[src/rtl/eppgate_pkg.sv]
package eppgate_pkg;

  // register offsets that the neighbouring decoder relies on
  localparam logic [2:0] OFS_STATUS  = 3'd1;
  localparam logic [2:0] OFS_EPPADDR = 3'd3;
  localparam logic [2:0] OFS_EPPDATA = 3'd4;

  // control byte: bit5 direction, bit3 select, bit2 init, bit1 autofeed, bit0 strobe
  localparam logic [7:0] MODE_MASK = 8'h2F;
  localparam logic [7:0] MODE_WR   = 8'h04;
  localparam logic [7:0] MODE_RD   = 8'h24;

  localparam int STROBE_IDX_W = 3;

  typedef enum logic [1:0] {
    ST_IDLE = 2'd0,
    ST_XFER = 2'd1,
    ST_DONE = 2'd2
  } gateState_t;

  typedef struct packed {
    logic                    load;     // capture host access
    logic                    byteOk;   // peripheral byte accepted
    logic                    errSet;   // error or window expiry
    logic                    flagClr;  // status write with bit0
    logic [STROBE_IDX_W-1:0] idx;      // current byte lane
  } gateStrobe_t;

endpackage

[src/rtl/eppgate_ctrl.sv]
module eppgate_ctrl
  import eppgate_pkg::*;
#(
  parameter int DATA_BYTES = 4,
  parameter int TO_W       = 8
) (
  input  logic            clk,
  input  logic            rstN,
  input  logic            hostReq,
  input  logic            hostWrite,
  input  logic [2:0]      hostAddr,
  input  logic [1:0]      hostSize,
  input  logic            hostWbit0,
  input  logic [7:0]      ctrlReg,
  input  logic [TO_W-1:0] toCycles,
  input  logic            pReady,
  input  logic            pErr,
  output logic            hostWait,
  output logic            hostDone,
  output logic            pReq,
  output logic            pWrite,
  output logic            pIsAddr,
  output gateStrobe_t     strobe
);

  localparam int LOG_MAX = $clog2(DATA_BYTES);
  localparam int IDX_W   = (DATA_BYTES > 1) ? $clog2(DATA_BYTES) : 1;

  gateState_t       state;
  logic [IDX_W-1:0] idx;
  logic [IDX_W-1:0] lastIdx;
  logic [IDX_W-1:0] lastNext;
  logic [TO_W-1:0]  waitCnt;
  int               sizeEff;

  logic accept, isEpp, modeOk, startXfer, inXfer, answer, expire;

  always_comb begin
    sizeEff = int'(hostSize);
    if (sizeEff > LOG_MAX) sizeEff = LOG_MAX;
    lastNext = (hostAddr == OFS_EPPDATA) ? IDX_W'((1 << sizeEff) - 1) : '0;
  end

  assign accept    = hostReq && (state == ST_IDLE);
  assign isEpp     = (hostAddr == OFS_EPPADDR) || (hostAddr == OFS_EPPDATA);
  assign modeOk    = hostWrite ? ((ctrlReg & MODE_MASK) == MODE_WR)
                               : ((ctrlReg & MODE_MASK) == MODE_RD);
  assign startXfer = accept && isEpp && modeOk;
  assign inXfer    = (state == ST_XFER);
  assign answer    = pReady || pErr;
  assign expire    = !answer &&
                     (((TO_W+1)'(waitCnt) + (TO_W+1)'(1)) >= (TO_W+1)'(toCycles));

  always_ff @(posedge clk) begin
    if (!rstN) begin
      state   <= ST_IDLE;
      idx     <= '0;
      lastIdx <= '0;
      waitCnt <= '0;
      pWrite  <= 1'b0;
      pIsAddr <= 1'b0;
    end else begin
      case (state)
        ST_IDLE: begin
          if (accept) begin
            state   <= startXfer ? ST_XFER : ST_DONE;
            idx     <= '0;
            waitCnt <= '0;
            lastIdx <= lastNext;
            pWrite  <= hostWrite;
            pIsAddr <= (hostAddr == OFS_EPPADDR);
          end
        end
        ST_XFER: begin
          if (pErr || expire) begin
            state <= ST_DONE;
          end else if (pReady) begin
            if (idx == lastIdx) begin
              state <= ST_DONE;
            end else begin
              idx     <= idx + 1'b1;
              waitCnt <= '0;
            end
          end else begin
            waitCnt <= waitCnt + 1'b1;
          end
        end
        default: state <= ST_IDLE;
      endcase
    end
  end

  assign hostWait = (state != ST_IDLE);
  assign hostDone = (state == ST_DONE);
  assign pReq     = inXfer;

  always_comb begin
    strobe         = '0;
    strobe.load    = accept;
    strobe.byteOk  = inXfer && pReady && !pErr;
    strobe.errSet  = inXfer && (pErr || expire);
    strobe.flagClr = accept && hostWrite && (hostAddr == OFS_STATUS) && hostWbit0;
    strobe.idx     = STROBE_IDX_W'(idx);
  end

  // an access outside its mode pattern never reaches the peripheral
  assert_gate_drop_R2: assert property (@(posedge clk) disable iff (!rstN)
    (accept && isEpp && !modeOk) |=> !pReq);

  // per-byte request window is bounded
  assert_window_bound_R7: assert property (@(posedge clk) disable iff (!rstN)
    pReq |-> (waitCnt == '0 || waitCnt < toCycles));

  // completion is a single-cycle pulse
  assert_done_pulse_R10: assert property (@(posedge clk) disable iff (!rstN)
    hostDone |=> !hostDone);

  // an error answer always ends the access
  assert_err_ends_R11: assert property (@(posedge clk) disable iff (!rstN)
    (pReq && pErr) |=> (hostDone && !pReq));

endmodule

[src/rtl/eppgate_dp.sv]
module eppgate_dp
  import eppgate_pkg::*;
#(
  parameter int DATA_BYTES = 4,
  parameter int DW         = 8 * DATA_BYTES
) (
  input  logic          clk,
  input  logic          rstN,
  input  gateStrobe_t   strobe,
  input  logic          hostWrite,
  input  logic [2:0]    hostAddr,
  input  logic [1:0]    hostSize,
  input  logic [DW-1:0] hostWdata,
  input  logic [7:0]    periphStatus,
  input  logic [7:0]    pRdata,
  output logic [DW-1:0] hostRdata,
  output logic [7:0]    pWdata,
  output logic          tmoFlag
);

  localparam int LOG_MAX = $clog2(DATA_BYTES);

  logic [DW-1:0] wReg;
  logic [DW-1:0] rReg;
  logic [DW-1:0] onesMask;
  logic          isStatRd;
  int            laneLast;

  assign isStatRd = !hostWrite && (hostAddr == OFS_STATUS);

  always_comb begin
    laneLast = 0;
    if (hostAddr == OFS_EPPDATA) begin
      laneLast = (int'(hostSize) > LOG_MAX) ? (1 << LOG_MAX) - 1 : (1 << int'(hostSize)) - 1;
    end
    for (int b = 0; b < DATA_BYTES; b++) begin
      onesMask[b*8 +: 8] = (b <= laneLast) ? 8'hFF : 8'h00;
    end
  end

  always_comb begin
    pWdata = 8'h00;
    for (int b = 0; b < DATA_BYTES; b++) begin
      if (int'(strobe.idx) == b) pWdata = wReg[b*8 +: 8];
    end
  end

  always_ff @(posedge clk) begin
    if (!rstN) begin
      wReg    <= '0;
      rReg    <= '0;
      tmoFlag <= 1'b0;
    end else begin
      if (strobe.load) begin
        wReg <= hostWdata;
        rReg <= isStatRd ? DW'({periphStatus[7:1], tmoFlag}) : onesMask;
      end
      if (strobe.byteOk) begin
        for (int b = 0; b < DATA_BYTES; b++) begin
          if (int'(strobe.idx) == b) rReg[b*8 +: 8] <= pRdata;
        end
      end
      if (strobe.errSet) tmoFlag <= 1'b1;
      else if (strobe.flagClr) tmoFlag <= 1'b0;
    end
  end

  assign hostRdata = rReg;

  // failed byte latches the sticky flag
  assert_flag_latch_R6: assert property (@(posedge clk) disable iff (!rstN)
    strobe.errSet |=> tmoFlag);

  // clear request lands when no error competes
  assert_flag_clear_R9: assert property (@(posedge clk) disable iff (!rstN)
    (strobe.flagClr && !strobe.errSet) |=> !tmoFlag);

  // a load and a byte capture are never issued together
  assert_load_excl_R10: assert property (@(posedge clk) disable iff (!rstN)
    !(strobe.load && strobe.byteOk));

endmodule

[src/rtl/epp_cycle_gate.sv]
module epp_cycle_gate
  import eppgate_pkg::*;
#(
  parameter int DATA_BYTES = 4,
  parameter int TO_W       = 8,
  localparam int DW        = 8 * DATA_BYTES
) (
  input  logic            clk,
  input  logic            rstN,
  input  logic            hostReq,
  input  logic            hostWrite,
  input  logic [2:0]      hostAddr,
  input  logic [1:0]      hostSize,
  input  logic [DW-1:0]   hostWdata,
  output logic [DW-1:0]   hostRdata,
  output logic            hostWait,
  output logic            hostDone,
  input  logic [7:0]      ctrlReg,
  input  logic [7:0]      periphStatus,
  input  logic [TO_W-1:0] toCycles,
  output logic            pReq,
  output logic            pWrite,
  output logic            pIsAddr,
  output logic [7:0]      pWdata,
  input  logic [7:0]      pRdata,
  input  logic            pReady,
  input  logic            pErr
);

  gateStrobe_t strobe;
  logic        tmoFlag;

  eppgate_ctrl #(.DATA_BYTES(DATA_BYTES), .TO_W(TO_W)) uCtrl (
    .clk      (clk),
    .rstN     (rstN),
    .hostReq  (hostReq),
    .hostWrite(hostWrite),
    .hostAddr (hostAddr),
    .hostSize (hostSize),
    .hostWbit0(hostWdata[0]),
    .ctrlReg  (ctrlReg),
    .toCycles (toCycles),
    .pReady   (pReady),
    .pErr     (pErr),
    .hostWait (hostWait),
    .hostDone (hostDone),
    .pReq     (pReq),
    .pWrite   (pWrite),
    .pIsAddr  (pIsAddr),
    .strobe   (strobe)
  );

  eppgate_dp #(.DATA_BYTES(DATA_BYTES)) uDp (
    .clk         (clk),
    .rstN        (rstN),
    .strobe      (strobe),
    .hostWrite   (hostWrite),
    .hostAddr    (hostAddr),
    .hostSize    (hostSize),
    .hostWdata   (hostWdata),
    .periphStatus(periphStatus),
    .pRdata      (pRdata),
    .hostRdata   (hostRdata),
    .pWdata      (pWdata),
    .tmoFlag     (tmoFlag)
  );

  // status access never starts a peripheral transfer
  assert_status_local_R8: assert property (@(posedge clk) disable iff (!rstN)
    (hostReq && !hostWait && hostAddr == OFS_STATUS) |=> !pReq);

  // address register moves a single byte: ready on it ends the access
  assert_addr_single_R5: assert property (@(posedge clk) disable iff (!rstN)
    (pReq && pIsAddr && pReady) |=> hostDone);

endmodule

[config.mk]
export PLATFORM = sky130hd
export DESIGN_NAME = epp_cycle_gate
export DESIGN_NICKNAME = d
export VERILOG_FILES = /design/src/rtl/eppgate_pkg.sv /design/src/rtl/eppgate_ctrl.sv /design/src/rtl/eppgate_dp.sv /design/src/rtl/epp_cycle_gate.sv
export SDC_FILE = /design/constraint.sdc
export NUM_CORES = 1
export LEC_CHECK = 0
export ABC_AREA = 0
export BUFFER_PORTS_ARGS = -buffer_cell sky130_fd_sc_hd__buf_2
export CORE_UTILIZATION = 35
export CTS_BUF_LIST = sky130_fd_sc_hd__clkbuf_2
export CTS_CLUSTER_SIZE = 24
export DETAILED_ROUTE_END_ITERATION = 8
export PLACE_DENSITY = 0.66
export REMOVE_ABC_BUFFERS = 1
export SKIP_LAST_GASP = 1
export SLEW_MARGIN = 30
export SYNTH_ARGS = -nofsm -noshare
export SYNTH_HDL_FRONTEND = slang
export SYNTH_SLANG_ARGS = --single-unit
[constraint.sdc]
create_clock -name clk -period 3.76 [get_ports clk]
set_input_delay 0.564 -clock clk [delete_from_list [all_inputs] [get_ports clk]]
set_output_delay 0.564 -clock clk [all_outputs]
set_load 0.05 [all_outputs]
==> out/metrics.cfg <==
[status]
status=finished clean

[synth]
ys_top_cells_by_area=dfxtp_1 (42%), nand2_1 (14%), a21boi_0 (7.3%), a21oi_1 (5.5%), o21ai_0 (4.5%)
yosys_warnings=0
synthCells=496
seq_area_frac_synth=0.417
ys_types=45
yosys.area.top_type=dfxtp_1
syn_area_mm2=0.00389
avgSynthCellArea_um2=7.85
ys_ff_latch=81
synth_top_area_frac=0.417

[place]
io_buffers=115
globalplace.congestion=0.797
place_inst=724
hpwl_mm=6.97
dp_slack_ns=1.16
place_area_mm2=0.00455

[final_layout]
fin_cells=740
area.sequential_mm2=0.00162
antenna_cells=0
design_area_mm2=0.00469
drive_above_1_share=0.245
fillers=1126
area_growth_pct=20.5
nNetsFinal=683
multi_input_area_mm2=0.00211

[timing]
final_hold_viol_count=0
min_period_ns=2.96
min_period_over_period=0.787
tightest_slew_ns=0.784
fin_setup_tns_ns=0
hold-worst-slack_ns=0.263
slew_headroom=0.478
rsz0062_at_grt=no
setup_viol=0
setup_slack_ns=0.800
fin_worst_skew_ns=0.0422
max_freq_ghz=0.338
slew_viol_final=0

[clocking]
cts_hold_buf=0
cts_buffers=9
cts.sinks=81
cts_resized=0
cts_tree=yes
cts_root_buffer=clkbuf_2
clock_latency_ns=0.51
clk_pin_slew_worst_paths_ns=0.25
clockBufferDepth=2
cts_setup_buffers=0
cts_max_level=3

[worst_setup_path]
cp_max_fo=10
rr_endpoint=uCtrl.waitCnt[5]
cp_data_arrival_time_ns=2.40
cpLargestDelayFamily=adder cells
crit_required_ns=3.20
critPathSlowestCell=ha_1
max_stage_delay_ns=0.48
critPathLaunchType=register
r2r_cells=10
rr_startpoint=uCtrl.waitCnt[0]
path_buf_inv=2
path_cells=inv_1, ha_1, nand2_1, nor2_1, a21oi_1, nor2_1, a21oi_1, o21ai_0, buf_2
crit_type=reg -> out
rrSetupSlack_ns=1.13
endpoint_kind=output port

[detailed_routing]
num_vias=3649
dr.pass1.iters=4
drc=0
routedWlPerCell_um=13.6
first_iter_violations=195
ant_nets=0
wl_mm=10.1
drt-vias-per-instance=4.93

[worst_hold_path]
holdPathStages=3
hold_start=hostWdata[16]
min_path_type=in -> reg
holdPathEnd=uDp.wReg[16]

[global_route]
grtUsageMet1=0.220
grt_antenna_before_repair=0
busiest_layer=met2
met3_usage=0.0400
grt_util_all_layers=0.173
grt_max_degree=83
grt_pass1_wl_mm=15.7
grtUsageMet2=0.292
grt_pass1_vias=3316
grt_overflow_total=0

[die]
start_util=0.359
coreArea_mm2=0.0108
die_height_um=107
rows=38
die_area_mm2=0.0115
die_w_um=107
ios=120

[power_and_ir_drop]
leakage_nw=2.04
max-vdd-ir-drop_uv=129
powerDensity_mw_per_mm2=364

[flow_run]
drv_cap=0

[cells in the final DEF, fill, tap and decap left out, types with 8 or more instances in the layout]
cell type and n:
clkbuf_2 10, inv_1 12, ha_1 13, nand2_1 142, o221ai_1 8, buf_2 115
a21oi_1 43, a21boi_1 8, dfxtp_1 81, a21boi_0 38, o21ai_0 35, nor2_1 22
[kinds of logic (layout without fill, tap and decap cells)]
group	Yosys count	after routing	synth area share
buffers and inverters	42	146	0.0418
muxes	5	5	0.0129
and+or+nand+nor	198	198	0.222
xor gates and xnor gates	9	9	0.0203
adders and majority gates	13	13	0.0418
AOI/OAI and AO/OA	148	148	0.245
DFF	81	81	0.417
[how the worst max path moves through the flow]
stage | start | endpoint | slack [ns] | cells past startpoint
floorplan | uCtrl.idx[1] | pWdata[0] | 1.00 | 7
global placement | uCtrl.waitCnt[0] | uCtrl.waitCnt[5] | 1.22 | 10
detailed placement | uCtrl.waitCnt[0] | uCtrl.waitCnt[5] | 1.16 | 10
CTS | uCtrl.idx[0] | pWdata[0] | 0.68 | 9
global route | uCtrl.idx[0] | pWdata[0] | 0.48 | 9
finish | uCtrl.idx[0] | pWdata[0] | 0.80 | 9
[area by class of cell]
type                       instances  area share
multi-input combinational        373       0.450
sequential                        81       0.346
timing repair buffer             118       0.128
tap                              140      0.0374
clock inverter                     6      0.0192
clock buffer                      10      0.0107
inverter                          12     0.00961
[sequential cells by signal, summed over array words and instances, names as in the netlist]
name and cells:
uCtrl.idx 2, uCtrl.lastIdx 2, uCtrl.pIsAddr 1, uCtrl.pWrite 1
uCtrl.state 2, uCtrl.waitCnt 8, uDp.hostRdata 32, uDp.tmoFlag 1
uDp.wReg 32
[report_power, final]
group          internal (W)  total, W  switching [W]
Sequential         0.000894  0.000910      0.0000162
Clock              0.000226  0.000537       0.000311
Combinational     0.0000872  0.000257       0.000170
[routing by layer]
layer | wire length [um] | share of wire
met1 | 4650 | 0.46
met2 | 4960 | 0.49
met3 | 458 | 0.045
met4 | 35 | 0.0035
met5 | 0 | 0
[cells in the mapped netlist (all sizes together)]
master	instances
nor3	3
dfxtp	81
clkbuf	23
o211ai	3
inv	12
nor2	24
a21oi	46
a21boi	46
and3	3
or4b	2
nor3b	1
xor2	4
xnor2	5
and2	3
nand2	144
nand2b	2
o21ai	37
ha	13
o221ai	8
a211oi	1
or4	1
a22oi	1
mux2i	5
o22ai	1
nand3	7
nor2b	4
buf	7
a31oi	2
o21a	2
or2b	1
nand4bb	1
nand3b	1
nor4	1
o41ai	1
[worst reg2reg max path: cells and delay by family (launching register included)]
| kind | cells | cell delay, ns |
|---|---|---|
| xor gates and xnor gates | 1 | 0.23 |
| adders and majority gates | 2 | 0.51 |
| and+or+nand+nor | 3 | 0.73 |
| AOI/OAI and AO/OA | 4 | 0.64 |
| DFF | 1 | 0.44 |
[through the flow]
step                       util  power (W)
after global placement    0.420    0.00118
after CTS                 0.432    0.00173
after detailed placement  0.420    0.00119
final                     0.432    0.00170
after floorplan               -    0.00108
after global routing      0.432    0.00179
No activity file was read; power rests on OpenSTA's default activity.
